[src/rtl/err_status_pkg.sv]
package err_status_pkg;
  localparam int REG_W_DEF = 8;
  localparam int OVF_BIT   = 5;
  localparam int TRA_BIT   = 4;
  localparam int BRK_BIT   = 3;
  localparam int CRC_BIT   = 2;
  localparam int IFD_BIT   = 1;

  function automatic bit is_flag(int b);
    return (b >= IFD_BIT) && (b <= OVF_BIT);
  endfunction

  // transmit abort survives reads; all others clear on read
  function automatic bit read_clears(int b);
    return b != TRA_BIT;
  endfunction
endpackage

[src/rtl/err_flag.sv]
module err_flag #(
  parameter bit READ_CLEAR = 1'b1
) (
  input  logic clk_i,
  input  logic rst_ni,
  input  logic active_i,
  input  logic set_i,
  input  logic rd_i,
  output logic flag_o
);
  logic flag_q;
  logic clr;

  generate
    if (READ_CLEAR) begin : g_rc
      assign clr = rd_i & flag_q;
    end else begin : g_hold
      assign clr = 1'b0;
    end
  endgenerate

  always_ff @(posedge clk_i or negedge rst_ni) begin
    if (!rst_ni)        flag_q <= 1'b0;
    else if (!active_i) flag_q <= 1'b0;
    else                flag_q <= set_i | (flag_q & ~clr);
  end

  assign flag_o = flag_q;
endmodule

[src/rtl/err_occupancy.sv]
module err_occupancy (
  input  logic clk_i,
  input  logic rst_ni,
  input  logic active_i,
  input  logic load_i,
  input  logic drain_i,
  output logic ovf_o
);
  logic full_q;

  // same-cycle drain makes room for the new byte
  assign ovf_o = active_i & load_i & full_q & ~drain_i;

  always_ff @(posedge clk_i or negedge rst_ni) begin
    if (!rst_ni)        full_q <= 1'b0;
    else if (!active_i) full_q <= 1'b0;
    else if (load_i)    full_q <= 1'b1;
    else if (drain_i)   full_q <= 1'b0;
  end
endmodule

[src/rtl/err_snapshot.sv]
module err_snapshot #(
  parameter int REG_W = 8
) (
  input  logic             clk_i,
  input  logic             rst_ni,
  input  logic             rd_i,
  input  logic [REG_W-1:0] flags_i,
  output logic [REG_W-1:0] data_o
);
  logic [REG_W-1:0] data_q;

  always_ff @(posedge clk_i or negedge rst_ni) begin
    if (!rst_ni)   data_q <= '0;
    else if (rd_i) data_q <= flags_i;
  end

  assign data_o = data_q;
endmodule

[src/rtl/err_status.sv]
module err_status #(
  parameter int REG_W = err_status_pkg::REG_W_DEF
) (
  input  logic             clk_i,
  input  logic             rst_ni,
  input  logic             enable_i,
  input  logic             disable_i,
  input  logic             rd_strobe_i,
  output logic [REG_W-1:0] rd_data_o,
  input  logic             rx_load_i,
  input  logic             rx_data_rd_i,
  input  logic             tx_abort_i,
  input  logic             brk_i,
  input  logic             crc_err_i,
  input  logic             ifd_i,
  output logic             error_any_o
);
  import err_status_pkg::*;

  logic             active;
  logic             ovf_evt;
  logic [REG_W-1:0] set_vec;
  logic [REG_W-1:0] flags_q;

  assign active = enable_i & ~disable_i;

  err_occupancy u_occ (
    .clk_i   (clk_i),
    .rst_ni  (rst_ni),
    .active_i(active),
    .load_i  (rx_load_i),
    .drain_i (rx_data_rd_i),
    .ovf_o   (ovf_evt)
  );

  always_comb begin
    set_vec          = '0;
    set_vec[OVF_BIT] = ovf_evt;
    set_vec[TRA_BIT] = tx_abort_i;
    set_vec[BRK_BIT] = brk_i;
    set_vec[CRC_BIT] = crc_err_i;
    set_vec[IFD_BIT] = ifd_i;
  end

  for (genvar b = 0; b < REG_W; b++) begin : g_bit
    if (is_flag(b)) begin : g_flag
      err_flag #(.READ_CLEAR(read_clears(b))) u_flag (
        .clk_i   (clk_i),
        .rst_ni  (rst_ni),
        .active_i(active),
        .set_i   (set_vec[b]),
        .rd_i    (rd_strobe_i),
        .flag_o  (flags_q[b])
      );
    end else begin : g_rsvd
      assign flags_q[b] = 1'b0;
    end
  end

  err_snapshot #(.REG_W(REG_W)) u_snap (
    .clk_i  (clk_i),
    .rst_ni (rst_ni),
    .rd_i   (rd_strobe_i),
    .flags_i(flags_q),
    .data_o (rd_data_o)
  );

  assign error_any_o = |flags_q;
endmodule

[config.mk]
export PLATFORM = sky130hd
export DESIGN_NAME = err_status
export DESIGN_NICKNAME = d
export VERILOG_FILES = /design/src/rtl/err_status_pkg.sv /design/src/rtl/err_flag.sv /design/src/rtl/err_occupancy.sv /design/src/rtl/err_snapshot.sv /design/src/rtl/err_status.sv
export SDC_FILE = /design/constraint.sdc
export NUM_CORES = 1
export LEC_CHECK = 0
export BUFFER_PORTS_ARGS = -buffer_cell sky130_fd_sc_hd__buf_4
export CAP_MARGIN = 20
export CORE_MARGIN = 3
export CORE_UTILIZATION = 36
export CTS_CLUSTER_SIZE = 16
export DETAILED_ROUTE_END_ITERATION = 8
export SYNTH_ARGS = -nofsm -noshare
export SYNTH_HDL_FRONTEND = slang
export SYNTH_SLANG_ARGS = --single-unit
[constraint.sdc]
create_clock -name clk_i -period 0.8 [get_ports clk_i]
set_input_delay 0.04 -clock clk_i [delete_from_list [all_inputs] [get_ports clk_i]]
set_output_delay 0.04 -clock clk_i [all_outputs]
set_load 0.01 [all_outputs]
# ---- Yosys cells after proc, flatten, opt, wreduce, memory -nomap -nowiden
# Index checks and enable logic that the tools add are counted.
# Widths: inputs -> output; s select.
dict set report op_classes {
  n_addsub 0
  mul 0
  div 0
  n_lt_le_gt_ge 0
  n_eq_ne 1
  n_shift 0
  muxes 8
  bitwise 23
  n_reduce_logical 1
}
# cell n
set op_table {}
lappend op_table {{$and 1x1->1} 12}
lappend op_table {{$mux 1} 8}
lappend op_table {{$not 1->1} 6}
lappend op_table {{$or 1x1->1} 5}
lappend op_table {{$reduce_or 5->1} 1}
lappend op_table {{$ne 3x3->1 const B} 1}
dict set report word_totals {
  register_bits 11
  latch_bits 0
  mem_bits_rw 0
  romBits 0
  in_bits 11
  out_inout_bits 9
  word_cells 40
  mem_count 0
}

# ---- Logic depth before layout (Yosys ltp)
# Gate-level depths: netlist (run 1).
dict set report depth {
  word_depth 7
  ltp_mapped 3
  ltp_nobuf 2
}

# ---- Cells and area by module
# From an unflattened synthesis (run 1), not the netlist that was laid out.
dict set report unflattened {
  cells_unflattened 40
  area_unflattened_um2 624.3
}
# mod instances cells_each area_per_inst_um2 seq_area_each_um2
set by_module_without_submodules {}
lappend by_module_without_submodules {err_snapshot 1 17 331.6 200.2}
lappend by_module_without_submodules {{err_flag at g_bit[1].g_flag.u_flag ...} 4 3 46.3 25.0}
lappend by_module_without_submodules {err_occupancy 1 4 52.6 25.0}
lappend by_module_without_submodules {{err_flag at g_bit[4].g_flag.u_flag} 1 2 32.5 25.0}
lappend by_module_without_submodules {err_status 1 5 22.5 0.0}

# ---- Worst setup path before layout (run 1)
# Ideal clock, no wire load.
dict set report synth_timing {
  path_kind {register -> register}
  start {register, netlist name u_snap.data_o[1]}
  end {register u_snap.data_q[1] (netlist: u_snap.data_o[1])}
  setup_ns 0.125
  t_arrival_ns 0.654
  setup_slack_ns 0.021
  path_stages_with_launch 2
  n_path_buf 0
  cell_sequence {dfrtp_1 -> mux2_4}
}
# item line
set synth_lines {}
lappend synth_lines {{end signal: assignment} err_snapshot.sv:14} ;# else if (rd_i) data_q <= flags_i;
lappend synth_lines {{end: declaration} err_snapshot.sv:10} ;# logic [REG_W-1:0] data_q;

# ---- Worst setup path after layout (run 1)
dict set report layout_timing {
  start {register g_bit[5].g_flag.u_flag.flag_q}
  end {output error_any_o}
}
dict set report layout_between {
  elab_chain_cells 1
}
# item line
set layout_rtl {}
lappend layout_rtl {{start: declaration} err_flag.sv:11} ;# logic flag_q;
lappend layout_rtl {{start signal: assignment} err_flag.sv:25} ;# else flag_q <= set_i | (flag_q & ~clr);
lappend layout_rtl {{$reduce_or 5->1} err_status.sv:68} ;# assign error_any_o = |flags_q;
lappend layout_rtl {{end: declaration} err_status.sv:16} ;# output logic error_any_o
# No other way between the ends.

==> summary.txt, run 1 <==
Run status
  • Status: finished, violations left
  • Failing checks: negative setup slack

Route
  • Drt drc: 0
  • Drt first-iter violations: 3
  • Drt via density: 4.37
  • Via count: 345
  • WL final: 887 um
  • Final ANT Viol Nets: 0
  • Drt first pass iters: 4
  • WL/cell: 11.2 um

Worst setup path
  • Crit path max fanout: 2
  • Worst setup EP type: output pin
  • Crit path launch type: register
  • Data arrival time of the critical path: 1.02 ns
  • CP top delay family: flip-flops
  • Buf/Inv on CP: 1
  • Critical path, cell by cell: nor3_2 -> nand2_1 -> buf_6
  • Worst path slowest cell: dfrtp_1
  • Critical path class: reg2out
  • Crit path largest cell delay: 0.39 ns
  • Worst Path Required: 0.76 ns

GRT
  • Initial antenna violation count: 0
  • Vias in the first global route: 316
  • Total GRT Usage: 0.107
  • Global-route wire length before repair: 1360 um
  • Largest net degree at the start of global routing: 12
  • Grt ovf: 0

Cells and area
  • Fin cells: 79
  • Antenna Cells: 0
  • # nets final: 77
  • Number of fill cells: 86
  • Fin area: 719 um2
  • Share of layout cells above drive strength 1: 0.462
  • P&R area growth vs syn: 45.9%

Yosys
  • Compound-Gate Fraction of Synth Area: 0.0508
  • Warning count from the yosys run: 0
  • Post-synthesis xor/xnor area fraction: 0
  • Most numerous cell in the Yosys netlist: dfrtp_1
  • Synth top area share: 0.558
  • Synth unique cells: 12
  • Asr flop ratio synth: 1.00
  • Post-synth top area cell: dfrtp_1
  • Post-synthesis simple-gate area fraction: 0.132
  • Primary FF master, synth: dfrtp_1
  • Synth Register Bits: 11
  • Multiplexer share of the synthesized area: 0.152
  • Main combinational cell family by area after synthesis: multiplexers
  • EDFF count, synth: 0
  • Post-synthesis cell count: 42
  • Synth Area in Adders: 0
  • Synth area leaders: dfrtp_1 (56%), mux2_4 (15%), nand2b_1 (7.6%), a21oi_1 (5.1%), buf_4 (4.6%)
  • Post-Synthesis Cell Area: 493 um2
  • Sequential share of the synthesized area: 0.558
  • Mean Syn Cell Area: 11.7 um2
  • Top post-synthesis cells by count: dfrtp_1 (11), nand2b_1 (6), a21oi_1 (5), mux2_4 (5), inv_1 (4)

Die
  • CORE AREA: 1190 um2
  • Die width: 43.0 um
  • Starting Density: 0.416
  • # rows: 12
  • Die Ht: 43.0 um
  • Die Area: 1850 um2
  • I/O pin cnt: 20

CTS
  • CTS tree: done
  • Total CTS buffers: 3
  • Clock latency on the worst-skew pair: 0.26 ns
  • Clk sinks: 11
  • Root buffer cell: clkbuf_4
  • Clock buffer depth: 2
  • Clock transition at path regs: 0.07 ns
  • H-Tree Depth: 1

STA
  • Final Slew Violations: 0
  • Final period util: 1.32
  • Max Clock Skew: 0.00247 ns
  • RSZ-0062 raised after global routing: yes
  • Final setup violation count: 9
  • Setup TNS: -0.646 ns
  • Final number of hold-violating endpoints: 0
  • Final WS setup: -0.260 ns
  • Period minus WS final: 1.06 ns
  • Fmax: 944 MHz

Placement
  • Dpl ws: -0.0162 ns
  • Post-DP HPWL: 648 um
  • Dpl cells: 70
  • Placement Cell Area: 604 um2
  • IO Port Bufs: 16
  • GP Congestion: 0.617

Power
  • Pwr Density: 1630 nW/um2
  • Pleak: 0.379 nW
  • Worst vdd ir: 0.628 mV

Worst hold path
  • Worst hold path class: in2reg

Flow run
  • Max Cap Violations: 0
state kept, by name, summed over array words and instances (netlist names):
name	count
g_bit.g_flag.u_flag.flag_o	5
u_snap.data_o	5
u_occ.full_q	1
path summary, 6_finish.rpt:
path	start	endpoint	slack (ns)	cells after the start
setup / recovery	g_bit[5].g_flag.u_flag.flag_o	error_any_o	-0.26	3
hold / removal	crc_err_i	g_bit[2].g_flag.u_flag.flag_o	0.01	3
setup reg to reg	g_bit[5].g_flag.u_flag.flag_o	u_snap.data_o[5]	-0.09	2
hold reg to reg	g_bit[2].g_flag.u_flag.flag_o	u_snap.data_o[2]	0.54	1
max in group asynchronous	rst_ni	g_bit[5].g_flag.u_flag.flag_o	0.52	2
min in group asynchronous	rst_ni	g_bit[4].g_flag.u_flag.flag_o	0.13	2
cell families after synthesis:
logic type	count (synthesis)
AOI/OAI and AO/OA	5
muxes	5
buffers and inverters	8
and+or+nand+nor	12
DFF	11
other	1
what timing repair did:
item,in CTS,in global routing
hold buffers,2,0
gates resized for setup,9,4
setup buffers,3,2
pin swaps,2,0
endpoints found under the setup margin,6,11
hold endpoints to repair,12,0
final cells by class:
class / instances / area (um2) / area share
clock buffers: 4 / 26.3 / 0.0365
inverters: 4 / 15.0 / 0.0209
multi-input cells: 25 / 193 / 0.268
flip-flops and latches: 11 / 275 / 0.383
well taps: 14 / 17.5 / 0.0243
repair buffers: 21 / 193 / 0.268
cells in the final DEF (no fill, tap or decap):
master | Yosys | layout
clkbuf_4 | 0 | 3
buf_6 | 1 | 8
nand2b_4 | 0 | 1
dlygate4sd3_1 | 0 | 2
a21oi_2 | 0 | 1
nand2_1 | 1 | 1
nor2_1 | 3 | 3
buf_4 | 3 | 11
nor3_2 | 0 | 1
a21oi_1 | 5 | 4
mux2_4 | 5 | 5
nand2b_1 | 6 | 5
clkbuf_1 | 0 | 1
dfrtp_1 | 11 | 11
nand3b_1 | 1 | 1
inv_1 | 4 | 4
conb_1 | 1 | 3
layer usage:
layer / wire (um) / share of wire / track usage
met5: 0 / 0 / 0
met4: 0 / 0 / 0.0904
met3: 85 / 0.096 / 0.0381
met2: 415 / 0.47 / 0.147
met1: 387 / 0.44 / 0.130
worst register-to-register path: cells and delay by family (launching register included):
family	cells	cell delay, ns
flops	1	0.39
mux	1	0.25
buf+inv	1	0.14
power by group:
part / total (mW) / switching (mW) / internal, mW
clock: 0.377 / 0.185 / 0.193
sequential: 0.600 / 0.0196 / 0.581
combinational: 0.195 / 0.0734 / 0.121
stage by stage:
stage | hold slack (ns) | total power, mW | util
floorplan | -0.256 | 0.695 | -
global placement | -0.120 | 0.764 | 0.509
detailed placement | -0.120 | 0.768 | 0.509
CTS | 0.00485 | 1.18 | 0.597
global route | 0.00743 | 1.23 | 0.607
finish | 0.0108 | 1.17 | 0.607
(Power assumes the default switching activity.)
==> run 2, diff against run 1 <==
Settings changed: CORE_MARGIN 3 to 5.
==> summary.txt, run 2 (synthesized netlist as in run 1, its figures left out) <==
STA
  • Period minus WS final: 1.07 ns
  • Setup TNS: -0.554 ns
  • Final period util: 1.34
  • Final number of hold-violating endpoints: 0
  • Final setup violation count: 8
  • Final WS setup: -0.274 ns
  • Fmax: 931 MHz
  • RSZ-0062 raised after global routing: yes
  • Max Clock Skew: 0.00179 ns
  • Final Slew Violations: 0

Run status
  • Status: finished, violations left
  • Failing checks: negative setup slack

Die
  • # rows: 13
  • Starting Density: 0.379
  • Die Ht: 47.0 um
  • CORE AREA: 1300 um2
  • I/O pin cnt: 20
  • Die Area: 2210 um2
  • Die width: 47.0 um

Worst setup path
  • Crit path largest cell delay: 0.40 ns
  • Worst setup EP type: output pin
  • Crit path launch type: register
  • Critical path class: reg2out
  • Crit path max fanout: 2
  • Worst Path Required: 0.76 ns
  • FF-to-FF Start: g_bit[4].g_flag.u_flag.flag_o
  • Critical path, cell by cell: nor3_2 -> nand2_1 -> buf_6
  • Data arrival time of the critical path: 1.03 ns
  • Critical path origin: g_bit[3].g_flag.u_flag.flag_o
  • Worst path slowest cell: dfrtp_1

Cells and area
  • # nets final: 77
  • Fin area: 711 um2
  • Antenna Cells: 0
  • Most frequent cells in the layout: dfrtp_1 (11), buf_4 (11), buf_6 (7)
  • P&R area growth vs syn: 44.2%
  • Share of layout cells above drive strength 1: 0.431

Route
  • WL final: 919 um
  • Drt first pass iters: 2
  • Final ANT Viol Nets: 0
  • Drt via density: 4.45
  • Drt first-iter violations: 1
  • Drt drc: 0
  • WL/cell: 11.5 um
  • Via count: 356

GRT
  • Initial antenna violation count: 0
  • Grt ovf: 0
  • Global-route wire length before repair: 1410 um
  • Largest net degree at the start of global routing: 12
  • Vias in the first global route: 344
  • Total GRT Usage: 0.0987

CTS
  • Total CTS buffers: 3
  • Clock latency on the worst-skew pair: 0.26 ns
  • H-Tree Depth: 1
  • Root buffer cell: clkbuf_4
  • Clock buffer depth: 2
  • CTS tree: done
  • Clk sinks: 11
  • Clock transition at path regs: 0.07 ns

Placement
  • GP Congestion: 0.672
  • Post-DP HPWL: 697 um
  • IO Port Bufs: 16
  • Dpl ws: -0.0304 ns
  • Placement Cell Area: 606 um2

Power
  • Pleak: 0.371 nW
  • Pwr Density: 1630 nW/um2
  • Worst vdd ir: 0.731 mV

Worst hold path
  • Worst Min Path Start: crc_err_i
  • Worst hold path class: in2reg

Flow run
  • Max Cap Violations: 0
[run 2: cell count changes in the layout (fill, tap and decap cells not counted)]
cell,delta
nand2b_4,-1
a21oi_2,-1
nor2_2,+1
nor2_1,-1
dlygate4sd3_1,+1
a21oi_1,+1
nand2b_1,+1
buf_6,-1
[run 2: final cells by class]
type / instances / area [um2]
Fill cell: 128 / 591
Sequential cell: 11 / 275
Timing Repair Buffer: 21 / 191
Multi-Input combinational cell: 25 / 184
Clock buffer: 4 / 26.3
Tap cell: 15 / 18.8
Inverter: 4 / 15.0
[run 2: critical path, delay by kind of cell (launching register included)]
kind	cells	cell delay, ns
flip-flops	1	0.40
buffers and inverters	1	0.12
AND/OR/NAND/NOR	2	0.24
[run 2: worst paths after layout]
path | end | slack [ns] | cells after the start
worst min-delay path | g_bit[2].g_flag.u_flag.flag_o | 0.01 | 3
worst max register to register | u_snap.data_o[4] | -0.09 | 2
worst max-delay path | error_any_o | -0.27 | 3
worst min register to register | u_snap.data_o[5] | 0.53 | 1
min in group asynchronous | u_snap.data_o[1] | 0.14 | 2
max in group asynchronous | u_snap.data_o[3] | 0.51 | 2
[run 2: what timing repair did]
item                       in CTS  in global routing
hold buffers                    3                  0
buffers inserted                2                  2
resized for setup               7                  2
setup endpoints to repair       6                  9
hold endpoints to repair       13                  0
pin swaps                       2                  0
[run 2: stage by stage]
stage	std cells	utilization	power, mW	hold WS (ns)
floorplan	44	-	0.695	-0.256
global placement	71	0.465	0.766	-0.120
detailed placement	71	0.465	0.770	-0.117
CTS	80	0.541	1.18	0.00209
global route	80	0.546	1.22	0.00984
finish	80	0.546	1.16	0.0105
[run 2: layer usage]
layer  GRT usage  vias to the layer above  part of all wire
met3      0.0230                        4             0.060
met5           0                        -                 0
met4       0.116                        0             0.047
met2       0.141                       13              0.47
met1       0.110                      166              0.42
li1            -                      173                 -
[run 2: power breakdown]
part / internal (mW) / switching, mW / leakage, nW
Clock: 0.193 / 0.173 / 0.0150
Combinational: 0.121 / 0.0734 / 0.207
Sequential: 0.581 / 0.0194 / 0.149
Total: 0.895 / 0.266 / 0.371
